<file path="src/rtl/tw_jtag_pkg.sv">
// Package: shared constants and types for the two-wire JTAG sequencer.
// Assumes a 13-step JTAG cycle: TMS slot (0-3), TDI slot (4-7), TDO slot (8-12).
package tw_jtag_pkg;

    localparam int STEPS  = 13;
    localparam int STEP_W = $clog2(STEPS);

    localparam logic [STEP_W-1:0] ST_FIRST   = STEP_W'(0);
    localparam logic [STEP_W-1:0] ST_TDI_LO  = STEP_W'(4);
    localparam logic [STEP_W-1:0] ST_TDO_LO  = STEP_W'(8);
    localparam logic [STEP_W-1:0] ST_SAMPLE  = STEP_W'(11);
    localparam logic [STEP_W-1:0] ST_LAST    = STEP_W'(STEPS - 1);

    typedef enum logic {
        MODE_TDI_STREAM = 1'b0,
        MODE_TMS_STREAM = 1'b1
    } tw_mode_e;

    // Link clock level for a step: two high, two low per slot, trailing high step.
    function automatic logic step_clk_level(input logic [STEP_W-1:0] s);
        logic lvl;
        if (s == ST_LAST) lvl = 1'b1;
        else              lvl = (s[1:0] < 2'd2);
        return lvl;
    endfunction

endpackage

</file>
<file path="src/rtl/tw_slot_timer.sv">
// Module: step counter for one JTAG cycle and decode of clock level,
// drive window and slot selection. Assumes run is low between commands,
// which parks the counter at step 0. hold stalls only step 0.
module tw_slot_timer
    import tw_jtag_pkg::*;
(
    input  logic              clk,
    input  logic              rst_n,
    input  logic              run,
    input  logic              tick,
    input  logic              hold,
    output logic [STEP_W-1:0] step_o,
    output logic              wrap_o,
    output logic              sample_o,
    output logic              clk_lvl_o,
    output logic              drive_o,
    output logic              tdi_slot_o
);

    logic [STEP_W-1:0] step_q;
    logic              advance;

    // Step may move on a tick unless step 0 is waiting for stream data.
    always_comb begin
        advance = run && tick && !(hold && (step_q == ST_FIRST));
    end

    // Step counter: wraps after the last step, resets while idle.
    always_ff @(posedge clk) begin
        if (!rst_n || !run)      step_q <= ST_FIRST;
        else if (advance)        step_q <= (step_q == ST_LAST) ? ST_FIRST : step_q + 1'b1;
    end

    // Decode of slot position into link controls.
    always_comb begin
        step_o     = step_q;
        wrap_o     = advance && (step_q == ST_LAST);
        sample_o   = advance && (step_q == ST_SAMPLE);
        clk_lvl_o  = step_clk_level(step_q);
        drive_o    = (step_q < ST_TDO_LO);
        tdi_slot_o = (step_q >= ST_TDI_LO) && (step_q < ST_TDO_LO);
    end

endmodule

</file>
<file path="src/rtl/tw_tx_unpack.sv">
// Module: splits stream bytes into bits, MSB first. Assumes consume is raised
// only when a bit is present; clear discards any leftover bits.
module tw_tx_unpack #(
    parameter int BYTE_W = 8
) (
    input  logic              clk,
    input  logic              rst_n,
    input  logic              clear,
    input  logic              want,
    input  logic              consume,
    input  logic [BYTE_W-1:0] in_data,
    input  logic              in_valid,
    output logic              in_ready,
    output logic              empty_o,
    output logic              bit_o
);

    localparam int CNT_W = $clog2(BYTE_W + 1);

    logic [BYTE_W-1:0] shreg_q;
    logic [CNT_W-1:0]  left_q;

    // Ready to take a byte only when asked and no bit remains.
    always_comb begin
        empty_o  = (left_q == '0);
        in_ready = want && empty_o;
        bit_o    = shreg_q[BYTE_W-1];
    end

    // Byte load and per-cycle shift toward the MSB.
    always_ff @(posedge clk) begin
        if (!rst_n || clear) begin
            left_q  <= '0;
            shreg_q <= '0;
        end else if (in_valid && in_ready) begin
            shreg_q <= in_data;
            left_q  <= CNT_W'(BYTE_W);
        end else if (consume) begin
            shreg_q <= {shreg_q[BYTE_W-2:0], 1'b0};
            left_q  <= left_q - 1'b1;
        end
    end


    no_underrun_chk: assert property (@(posedge clk) disable iff (!rst_n)
        consume |-> (left_q != '0));

endmodule

</file>
<file path="src/rtl/tw_rx_pack.sv">
// Module: gathers TDO bits into bytes, first bit in the MSB; flush emits a
// partial byte right-aligned. Assumes capture and flush never coincide.
module tw_rx_pack #(
    parameter int BYTE_W = 8
) (
    input  logic              clk,
    input  logic              rst_n,
    input  logic              clear,
    input  logic              capture,
    input  logic              bit_in,
    input  logic              flush,
    output logic [BYTE_W-1:0] out_data,
    output logic              out_valid
);

    localparam int CNT_W = $clog2(BYTE_W);

    logic [BYTE_W-1:0] acc_q;
    logic [CNT_W-1:0]  cnt_q;
    logic [BYTE_W-1:0] acc_next;

    // Accumulator with the new bit appended at the LSB.
    always_comb begin
        acc_next = {acc_q[BYTE_W-2:0], bit_in};
    end

    // Collect bits, emit full bytes and flush a partial one on request.
    always_ff @(posedge clk) begin
        if (!rst_n) begin
            acc_q     <= '0;
            cnt_q     <= '0;
            out_data  <= '0;
            out_valid <= 1'b0;
        end else begin
            out_valid <= 1'b0;
            if (clear) begin
                acc_q <= '0;
                cnt_q <= '0;
            end else if (capture) begin
                if (cnt_q == CNT_W'(BYTE_W - 1)) begin
                    out_data  <= acc_next;
                    out_valid <= 1'b1;
                    acc_q     <= '0;
                    cnt_q     <= '0;
                end else begin
                    acc_q <= acc_next;
                    cnt_q <= cnt_q + 1'b1;
                end
            end else if (flush && (cnt_q != '0)) begin
                out_data  <= acc_q;
                out_valid <= 1'b1;
                acc_q     <= '0;
                cnt_q     <= '0;
            end
        end
    end


    strobe_gap_chk: assert property (@(posedge clk) disable iff (!rst_n)
        out_valid |=> !out_valid);

endmodule

</file>
<file path="src/rtl/tw_jtag_link.sv">
// Module: top of the two-wire JTAG master. Accepts a command, runs the
// requested number of three-slot JTAG cycles and streams bits in and out.
// Assumes tick is fast enough that two ticks stay under the low-phase limit,
// and that the pad combines dio_out/dio_oe/dio_in outside this block.
module tw_jtag_link
    import tw_jtag_pkg::*;
#(
    parameter int CNT_W  = 16,
    parameter int BYTE_W = 8
) (
    input  logic              clk,
    input  logic              rst_n,
    input  logic              tick,
    input  logic              cmd_valid,
    input  logic              cmd_mode,
    input  logic              cmd_fixed,
    input  logic [CNT_W-1:0]  cmd_count,
    output logic              busy,
    input  logic [BYTE_W-1:0] in_data,
    input  logic              in_valid,
    output logic              in_ready,
    output logic [BYTE_W-1:0] out_data,
    output logic              out_valid,
    output logic              link_clk,
    output logic              dio_out,
    output logic              dio_oe,
    input  logic              dio_in
);

    logic              busy_q;
    tw_mode_e          mode_q;
    logic              fixed_q;
    logic [CNT_W-1:0]  left_q;

    logic              accept;
    logic              last_wrap;
    logic [STEP_W-1:0] step;
    logic              wrap;
    logic              sample;
    logic              clk_lvl;
    logic              drive;
    logic              tdi_slot;
    logic              tx_empty;
    logic              tx_bit;
    logic              tms_val;
    logic              tdi_val;

    // Command accept and end-of-command detection.
    always_comb begin
        accept    = cmd_valid && !busy_q;
        last_wrap = busy_q && wrap && (left_q == '0);
    end

    // Command registers and cycle down-counter.
    always_ff @(posedge clk) begin
        if (!rst_n) begin
            busy_q  <= 1'b0;
            mode_q  <= MODE_TDI_STREAM;
            fixed_q <= 1'b0;
            left_q  <= '0;
        end else if (accept) begin
            busy_q  <= 1'b1;
            mode_q  <= tw_mode_e'(cmd_mode);
            fixed_q <= cmd_fixed;
            left_q  <= cmd_count;
        end else if (busy_q && wrap) begin
            if (left_q == '0) busy_q <= 1'b0;
            else              left_q <= left_q - 1'b1;
        end
    end

    tw_slot_timer u_timer (
        .clk        (clk),
        .rst_n      (rst_n),
        .run        (busy_q),
        .tick       (tick),
        .hold       (tx_empty),
        .step_o     (step),
        .wrap_o     (wrap),
        .sample_o   (sample),
        .clk_lvl_o  (clk_lvl),
        .drive_o    (drive),
        .tdi_slot_o (tdi_slot)
    );

    tw_tx_unpack #(.BYTE_W(BYTE_W)) u_tx (
        .clk      (clk),
        .rst_n    (rst_n),
        .clear    (accept),
        .want     (busy_q && (step == ST_FIRST)),
        .consume  (wrap),
        .in_data  (in_data),
        .in_valid (in_valid),
        .in_ready (in_ready),
        .empty_o  (tx_empty),
        .bit_o    (tx_bit)
    );

    tw_rx_pack #(.BYTE_W(BYTE_W)) u_rx (
        .clk       (clk),
        .rst_n     (rst_n),
        .clear     (accept),
        .capture   (sample && (mode_q == MODE_TDI_STREAM)),
        .bit_in    (dio_in),
        .flush     (last_wrap && (mode_q == MODE_TDI_STREAM)),
        .out_data  (out_data),
        .out_valid (out_valid)
    );

    // Slot values: the streamed bit goes to whichever slot the mode selects.
    always_comb begin
        tms_val = (mode_q == MODE_TMS_STREAM) ? tx_bit : fixed_q;
        tdi_val = (mode_q == MODE_TMS_STREAM) ? fixed_q : tx_bit;
    end

    // Pin outputs: clock parks high and the line is released when idle.
    always_comb begin
        busy     = busy_q;
        link_clk = busy_q ? clk_lvl : 1'b1;
        dio_oe   = busy_q && drive;
        dio_out  = dio_oe ? (tdi_slot ? tdi_val : tms_val) : 1'b0;
    end


    idle_park_chk: assert property (@(posedge clk) disable iff (!rst_n)
        !busy |-> (link_clk && !dio_oe && !in_ready));


    release_high_chk: assert property (@(posedge clk) disable iff (!rst_n)
        $fell(dio_oe) |-> link_clk);


    low_phase_stable_chk: assert property (@(posedge clk) disable iff (!rst_n)
        (busy && dio_oe && !link_clk) |-> $stable(dio_out));


    stall_high_chk: assert property (@(posedge clk) disable iff (!rst_n)
        in_ready |-> link_clk);


    busy_ignore_chk: assert property (@(posedge clk) disable iff (!rst_n)
        (busy && cmd_valid && !last_wrap) |=> (busy && $stable(mode_q) && $stable(fixed_q)));

endmodule

</file>
<file path="config.mk">
export PLATFORM = sky130hd
export DESIGN_NAME = tw_jtag_link
export DESIGN_NICKNAME = d
export VERILOG_FILES = /design/src/rtl/tw_jtag_pkg.sv /design/src/rtl/tw_slot_timer.sv /design/src/rtl/tw_tx_unpack.sv /design/src/rtl/tw_rx_pack.sv /design/src/rtl/tw_jtag_link.sv
export SDC_FILE = /design/constraint.sdc
export NUM_CORES = 1
export LEC_CHECK = 0
export BUFFER_PORTS_ARGS = -buffer_cell sky130_fd_sc_hd__buf_2
export CELL_PAD_IN_SITES_DETAIL_PLACEMENT = 1
export CELL_PAD_IN_SITES_GLOBAL_PLACEMENT = 1
export CORE_MARGIN = 2
export CORE_UTILIZATION = 42
export CTS_CLUSTER_SIZE = 20
export DETAILED_ROUTE_END_ITERATION = 12
export GPL_TIMING_DRIVEN = 0
export PLACE_DENSITY = 0.82
export SETUP_SLACK_MARGIN = 0.2
export SYNTH_ARGS = -nofsm -noshare
export SYNTH_HDL_FRONTEND = slang
export SYNTH_SLANG_ARGS = --single-unit
</file>
<file path="constraint.sdc">
create_clock -name clk -period 2.77 [get_ports clk]
set_input_delay 0.4155 -clock clk [delete_from_list [all_inputs] [get_ports clk]]
set_output_delay 0.4155 -clock clk [all_outputs]
set_load 0.02 [all_outputs]
</file>
==> results of run 1 <==
-- state kept, by name (all words and copies together), names as in the netlist --
signal and cells:
fixed_q 1, mode_q 1, u_rx.out_valid 1, u_timer.step_o 4, busy 1, u_tx.shreg_q 8
u_tx.left_q 4, u_rx.cnt_q 3, u_rx.out_data 8, left_q 16, u_rx.acc_q 8
-- kinds of logic (layout without fill, tap and decap cells) --
logic type / Yosys count / in the layout / synth area share (%)
AO/OA/AOI/OAI: 90 / 90 / 19.14
XOR/XNOR: 16 / 16 / 5.093
flip-flops: 55 / 55 / 40.02
AND/OR/NAND/NOR: 107 / 107 / 20.78
adder cells (fa/ha/maj): 8 / 8 / 3.638
buffers and inverters: 29 / 86 / 4.001
multiplexers: 19 / 19 / 7.322
-- cell usage after synthesis (all sizes together) --
cell type	count
nand2	29
or2	3
nand2b	2
nor4	5
nor4b	1
dfxtp	55
or4	3
clkbuf	18
and2	2
buf	2
xor2	5
nand3	12
mux2i	10
nand4	4
o21a	1
a211o	1
o211ai	1
ha	8
and4	1
xnor2	11
a32oi	4
o41ai	1
a311oi	4
a22oi	4
and3	4
nor3	8
inv	9
a21oi	38
a211oi	4
mux2	9
a31oi	3
nor2	25
o21ai	25
or3	5
nor2b	3
a21boi	4
-- layer usage --
metal  global-route usage (%)  part of all wire (%)  vias up
met5                        0                     0        -
met4                    4.329                   1.1        0
met3                    3.210                   2.8        7
met2                    38.73                    51       34
met1                    27.95                    45     1287
li1                         -                     -     1267
-- worst paths after layout --
check	cells after the start	from	endpoint
max	6	busy	left_q[9]
min	3	in_data[0]	u_tx.shreg_q[0]
max reg2reg	6	busy	left_q[9]
min reg2reg	2	u_tx.shreg_q[3]	u_tx.shreg_q[3]
-- worst max-delay path: cells and delay by family, from the launching register on --
kind,cells,cell delay [ps]
simple gates,4,1320
flops,1,360
compound gates,1,180
buf+inv,1,300
-- report_power, final --
| part | switching, mW | internal [mW] | leakage, nW | total [mW] |
|---|---|---|---|---|
| clock network | 0.281 | 0.179 | 0.0483 | 0.460 |
| registers | 0.0195 | 0.815 | 0.448 | 0.835 |
| logic | 0.124 | 0.0830 | 0.755 | 0.207 |
-- final cells by class --
type | instances | area (sq um)
fillers | 808 | 3159
multi-input cells | 240 | 1540
flip-flops and latches | 55 | 1101
repair buffers | 49 | 255.2
well taps | 77 | 96.34
plain buffers | 20 | 76.32
clock buffers | 5 | 68.82
inverters | 9 | 33.78
clock inverters | 3 | 18.77
-- repair_timing --
| item | in CTS | in global routing |
|---|---|---|
| endpoints found under the setup margin | 0 | 11 |
| setup buffers | 0 | 4 |
| resized for setup | 0 | 0 |
| endpoints found under the hold margin | 0 | 0 |
==> flow_metrics.tcl, run 1 <==
set metrics [dict create \
    drv_cap 0 \
    antennaDiodeCount 0 \
    ys_warn_count 0 \
    synth_area_per_cell_sq_um 8.492 \
    cp_cell_sequence "clkbuf_1 > and2_1 > nand4_1 > or3_1 > and3_1 > o21a_1" \
    grt_pass1_vias 2705 \
    route.vias.total 2595 \
    slowest_delay_ps 510 \
    cts_hold_buf 0 \
    clock_path_buffers 2 \
    antenna_left 0 \
    drv_slew 0 \
    nets 420 \
    vdd_drop_max_mv 0.2445 \
    rsz0062_at_grt "no" \
    finalCritPeriodShare_pct 81.36 \
    cts_buffers 5 \
    row_count 29 \
    min_path_type "primary input to flop" \
    hpwl_um 5525 \
    dp_slack_ps 341.8 \
    yosysTopAreaCell "dfxtp_1" \
    yosysTopAreaCellShare_pct 40.02 \
    cts_tree "built" \
    layout_common_cells "55 x dfxtp_1, 46 x buf_2, 38 x a21oi_1" \
    synthCells 324 \
    crit_path_end_kind "flop" \
    grt_antenna_before_repair 0 \
    place_area_sq_um 3073 \
    insertion_delay_ps 310 \
    yosysUniqueCellTypes 44 \
    critPathMaxFanout 10 \
    cts-root-buf "clkbuf_8" \
    drt-vias-per-instance 5.666 \
    gp_congestion 0.7829 \
    ys_ff_latch 55 \
    hold_violations 0 \
    p_per_area_nw_per_um2 470.6 \
    grt_usage_pct 21.69 \
    worst_slew_pin_slew_ps 617.0 \
    finalInstanceArea_sq_um 3191 \
    initial_core_util_pct 43.33 \
    final_common_cell "dfxtp_1" \
    syn-cell-area_sq_um 2751 \
    slowest_stage "or3_1" \
    arrival_ps 2470 \
    synthesis.nets 364 \
    grt_max_degree 18 \
    grt_overflow 0 \
    cp-start-kind "flop" \
    drc 0 \
    status "finished, final reports clean" \
    drtPass1Iterations 4 \
    min_period_ps 2254 \
    finish.utilization_pct 50.25 \
    setup_tns_ps 0 \
    die_h_um 84.94 \
    final_cells 458 \
    cts.htree.levels 2 \
    clk_pin_slew_ps 100 \
    timing.slew.headroom_pct 58.71 \
    fin_ws_ps 516.2 \
    grt_pass1_wl_um 12670 \
    synthTopCellsByArea "dfxtp_1 40%, a21oi_1 6.9%, o21ai_0 4.5%" \
    core_area_sq_um 6350 \
    final_layout_size_suffix_gt1_share_pct 19.69 \
    drt_iter0_drc 66 \
    cts_sinks 55 \
    drt-wirelength-per-cell_um 16.55 \
    required_ps 2990 \
    max_freq_mhz 443.7 \
    ys_seq_area_share_pct 40.02 \
    p_leak_nw 1.250 \
    die_width_um 84.94 \
    dp_cells 446 \
    r2r_slack_ps 520 \
    die_area_sq_um 7214 \
    routed_wl_um 7578 \
    p_total_mw 1.501 \
    ios 46 \
    crit_type "flop to flop" \
    setup_viol 0 \
    skew_ps 7.554 \
    area_growth_pct 15.96 \
    fin_hold_ws_ps 337.3 \
    port-buffer-count 45 \
]
No activity file was read; power rests on OpenSTA's default activity.
==> run 2: changes to the inputs <==
--- a/config.mk
+++ b/config.mk
@@ -9,11 +9,11 @@
 export CELL_PAD_IN_SITES_DETAIL_PLACEMENT = 1
 export CELL_PAD_IN_SITES_GLOBAL_PLACEMENT = 1
 export CORE_MARGIN = 2
-export CORE_UTILIZATION = 42
+export CORE_UTILIZATION = 38
 export CTS_CLUSTER_SIZE = 20
 export DETAILED_ROUTE_END_ITERATION = 12
 export GPL_TIMING_DRIVEN = 0
-export PLACE_DENSITY = 0.82
+export PLACE_DENSITY = 0.78
 export SETUP_SLACK_MARGIN = 0.2
 export SYNTH_ARGS = -nofsm -noshare
 export SYNTH_HDL_FRONTEND = slang
==> constraint.sdc (replaced) <==
create_clock -name clk -period 1.9 [get_ports clk]
set_input_delay 0.285 -clock clk [delete_from_list [all_inputs] [get_ports clk]]
set_output_delay 0.285 -clock clk [all_outputs]
set_load 0.02 [all_outputs]
==> run 2 against run 1 <==
Against the previous run:
- first-iteration DRC count grew 45%
- core utilization is 3.1 points higher
- clock power increased by 76%
- the run now ends with negative setup slack left
- final area rose by 19%
- hold slack lost 150 ps
- sequential power increased by 47%
- non-clock buffer count increased by 16
- clock skew is 5.1 ps higher
- flip-flop and latch count unchanged
- register-to-register slack lost 650 ps
- combinational power up 98%
- final cell count up 8.3%
==> flow_metrics.tcl, run 2 (synthesis results as in run 1) <==
set metrics [dict create \
    max_freq_mhz 492.4 \
    fin_hold_ws_ps 190.9 \
    largest_register_ff_count 16 \
    setup_viol 20 \
    layout_common_cells "46 x buf_2, 39 x dfxtp_1, 30 x a21oi_1" \
    die_width_um 89.09 \
    path_buf_inv 1 \
    drv_slew 0 \
    row_count 31 \
    required_ps 2100 \
    vdd_drop_max_mv 0.4155 \
    top_register "left_q" \
    drt-vias-per-instance 5.512 \
    status "finished, violations left" \
    place_area_sq_um 3138 \
    p_per_area_nw_per_um2 643.2 \
    grt_antenna_before_repair 0 \
    cts_buffers 5 \
    cts_hold_buf 0 \
    min_period_ps 2031 \
    slowest_delay_ps 570 \
    slowest_stage "or4_4" \
    antennaDiodeCount 0 \
    crit_type "flop to flop" \
    cp-start-kind "flop" \
    timing.slew.headroom_pct 58.29 \
    r2r_slack_ps -130 \
    holdPathStages 3 \
    arrival_ps 2230 \
    cts.htree.levels 2 \
    hold_violations 0 \
    rr_worst_depth 6 \
    reg2reg_from "left_q[9]" \
    cts_sinks 55 \
    setup_tns_ps -1126 \
    die_area_sq_um 7937 \
    grt_pass1_wl_um 13810 \
    hold_start "cmd_mode" \
    finalCritPeriodShare_pct 106.9 \
    grt_pass1_vias 2868 \
    rsz0062_at_grt "yes" \
    fin_ws_ps -130.7 \
    final_layout_size_suffix_gt1_share_pct 42.57 \
    initial_core_util_pct 38.55 \
    min_path_type "primary input to flop" \
    hpwl_um 5417 \
    drv_cap 0 \
    routed_wl_um 9009 \
    grt_overflow 0 \
    worst_slew_pin_slew_ps 625.7 \
    dp_cells 468 \
    nets 437 \
    cts-root-buf "clkbuf_8" \
    port-buffer-count 45 \
    drt_iter0_drc 96 \
    crit_family "simple AND/OR/NAND/NOR gates" \
    insertion_delay_ps 330 \
    final_common_cell "buf_2" \
    cts_tree "built" \
    grt_usage_pct 22.63 \
    p_leak_nw 1.481 \
    grt_max_degree 17 \
    antenna_left 0 \
    clk_pin_slew_ps 110 \
    cp_cell_sequence "or3_1 > clkbuf_8 > or4_4 > nor3_4 > mux2i_1 > a21oi_1" \
    route.vias.total 2734 \
    drt-wirelength-per-cell_um 18.16 \
    finalInstanceArea_sq_um 3805 \
    crit_path_end_kind "flop" \
    skew_ps 12.67 \
    core_area_sq_um 7137 \
    drtPass1Iterations 4 \
    violations "negative setup slack" \
    die_h_um 89.09 \
    min_to "mode_q" \
    r2r-end "left_q[15]" \
    ios 46 \
    area_growth_pct 38.29 \
    gp_congestion 0.8025 \
    final_cells 496 \
    clock_path_buffers 2 \
    critPathMaxFanout 5 \
    drc 0 \
]
-- run 2: final cells by class --
| type | instances | area (sq um) |
|---|---|---|
| Inverter | 9 | 33.78 |
| Timing Repair Buffer | 65 | 410.4 |
| Buffer | 20 | 133.9 |
| Clock inverter | 2 | 37.54 |
| Clock buffer | 5 | 68.82 |
| Multi-Input combinational cell | 241 | 1873 |
| Sequential cell | 55 | 1124 |
| Tap cell | 99 | 123.9 |
| Fill cell | 868 | 3332 |
-- run 2: worst max-delay path by stage --
stage,start,to,cells after the start
2_1_floorplan,left_q[9],u_rx.acc_q[3],7
3_3_place_gp,left_q[9],u_rx.acc_q[7],7
3_5_place_dp,left_q[9],u_rx.acc_q[2],7
4_1_cts,left_q[5],left_q[15],5
5_1_grt,left_q[9],left_q[13],6
6_report,left_q[9],left_q[15],6
-- run 2: stage by stage --
| stage | util, % | setup slack [ps] | total power, mW |
|---|---|---|---|
| floorplan | - | -70.61 | 1.439 |
| CTS | 50.30 | -139.8 | 2.377 |
| global route | 53.31 | -198.8 | 2.532 |
| global placement | 43.97 | -321.3 | 1.530 |
| detailed placement | 43.97 | -368.6 | 1.539 |
| finish | 53.31 | -130.7 | 2.447 |
-- run 2: worst reg2reg max path, delay by kind of cell (launching register included) --
kind	cells	cell delay (ps)
buffers and inverters	1	160
muxes	1	230
DFF	1	340
and+or+nand+nor	3	1090
AOI/OAI and AO/OA	1	90
-- run 2: what timing repair did --
action | CTS | global route
gates cloned | 2 | 1
buffers inserted | 16 | 2
endpoints found under the setup margin | 53 | 46
gates resized for setup | 58 | 52
pin swaps | 30 | 21
-- run 2: layer usage --
layer,track usage [%],part of all wire [%],vias to the layer above
li1,-,-,1306
met1,27.52,44,1350
met2,39.60,50,61
met3,4.340,3.2,17
met4,8.412,2.3,0
met5,0,0,-
-- run 2: power breakdown --
part	leakage [nW]	internal, mW	total [mW]	switching (mW)
combinational	0.977	0.178	0.410	0.232
sequential	0.454	1.19	1.23	0.0343
clock	0.0502	0.386	0.811	0.425
total	1.48	1.76	2.45	0.692
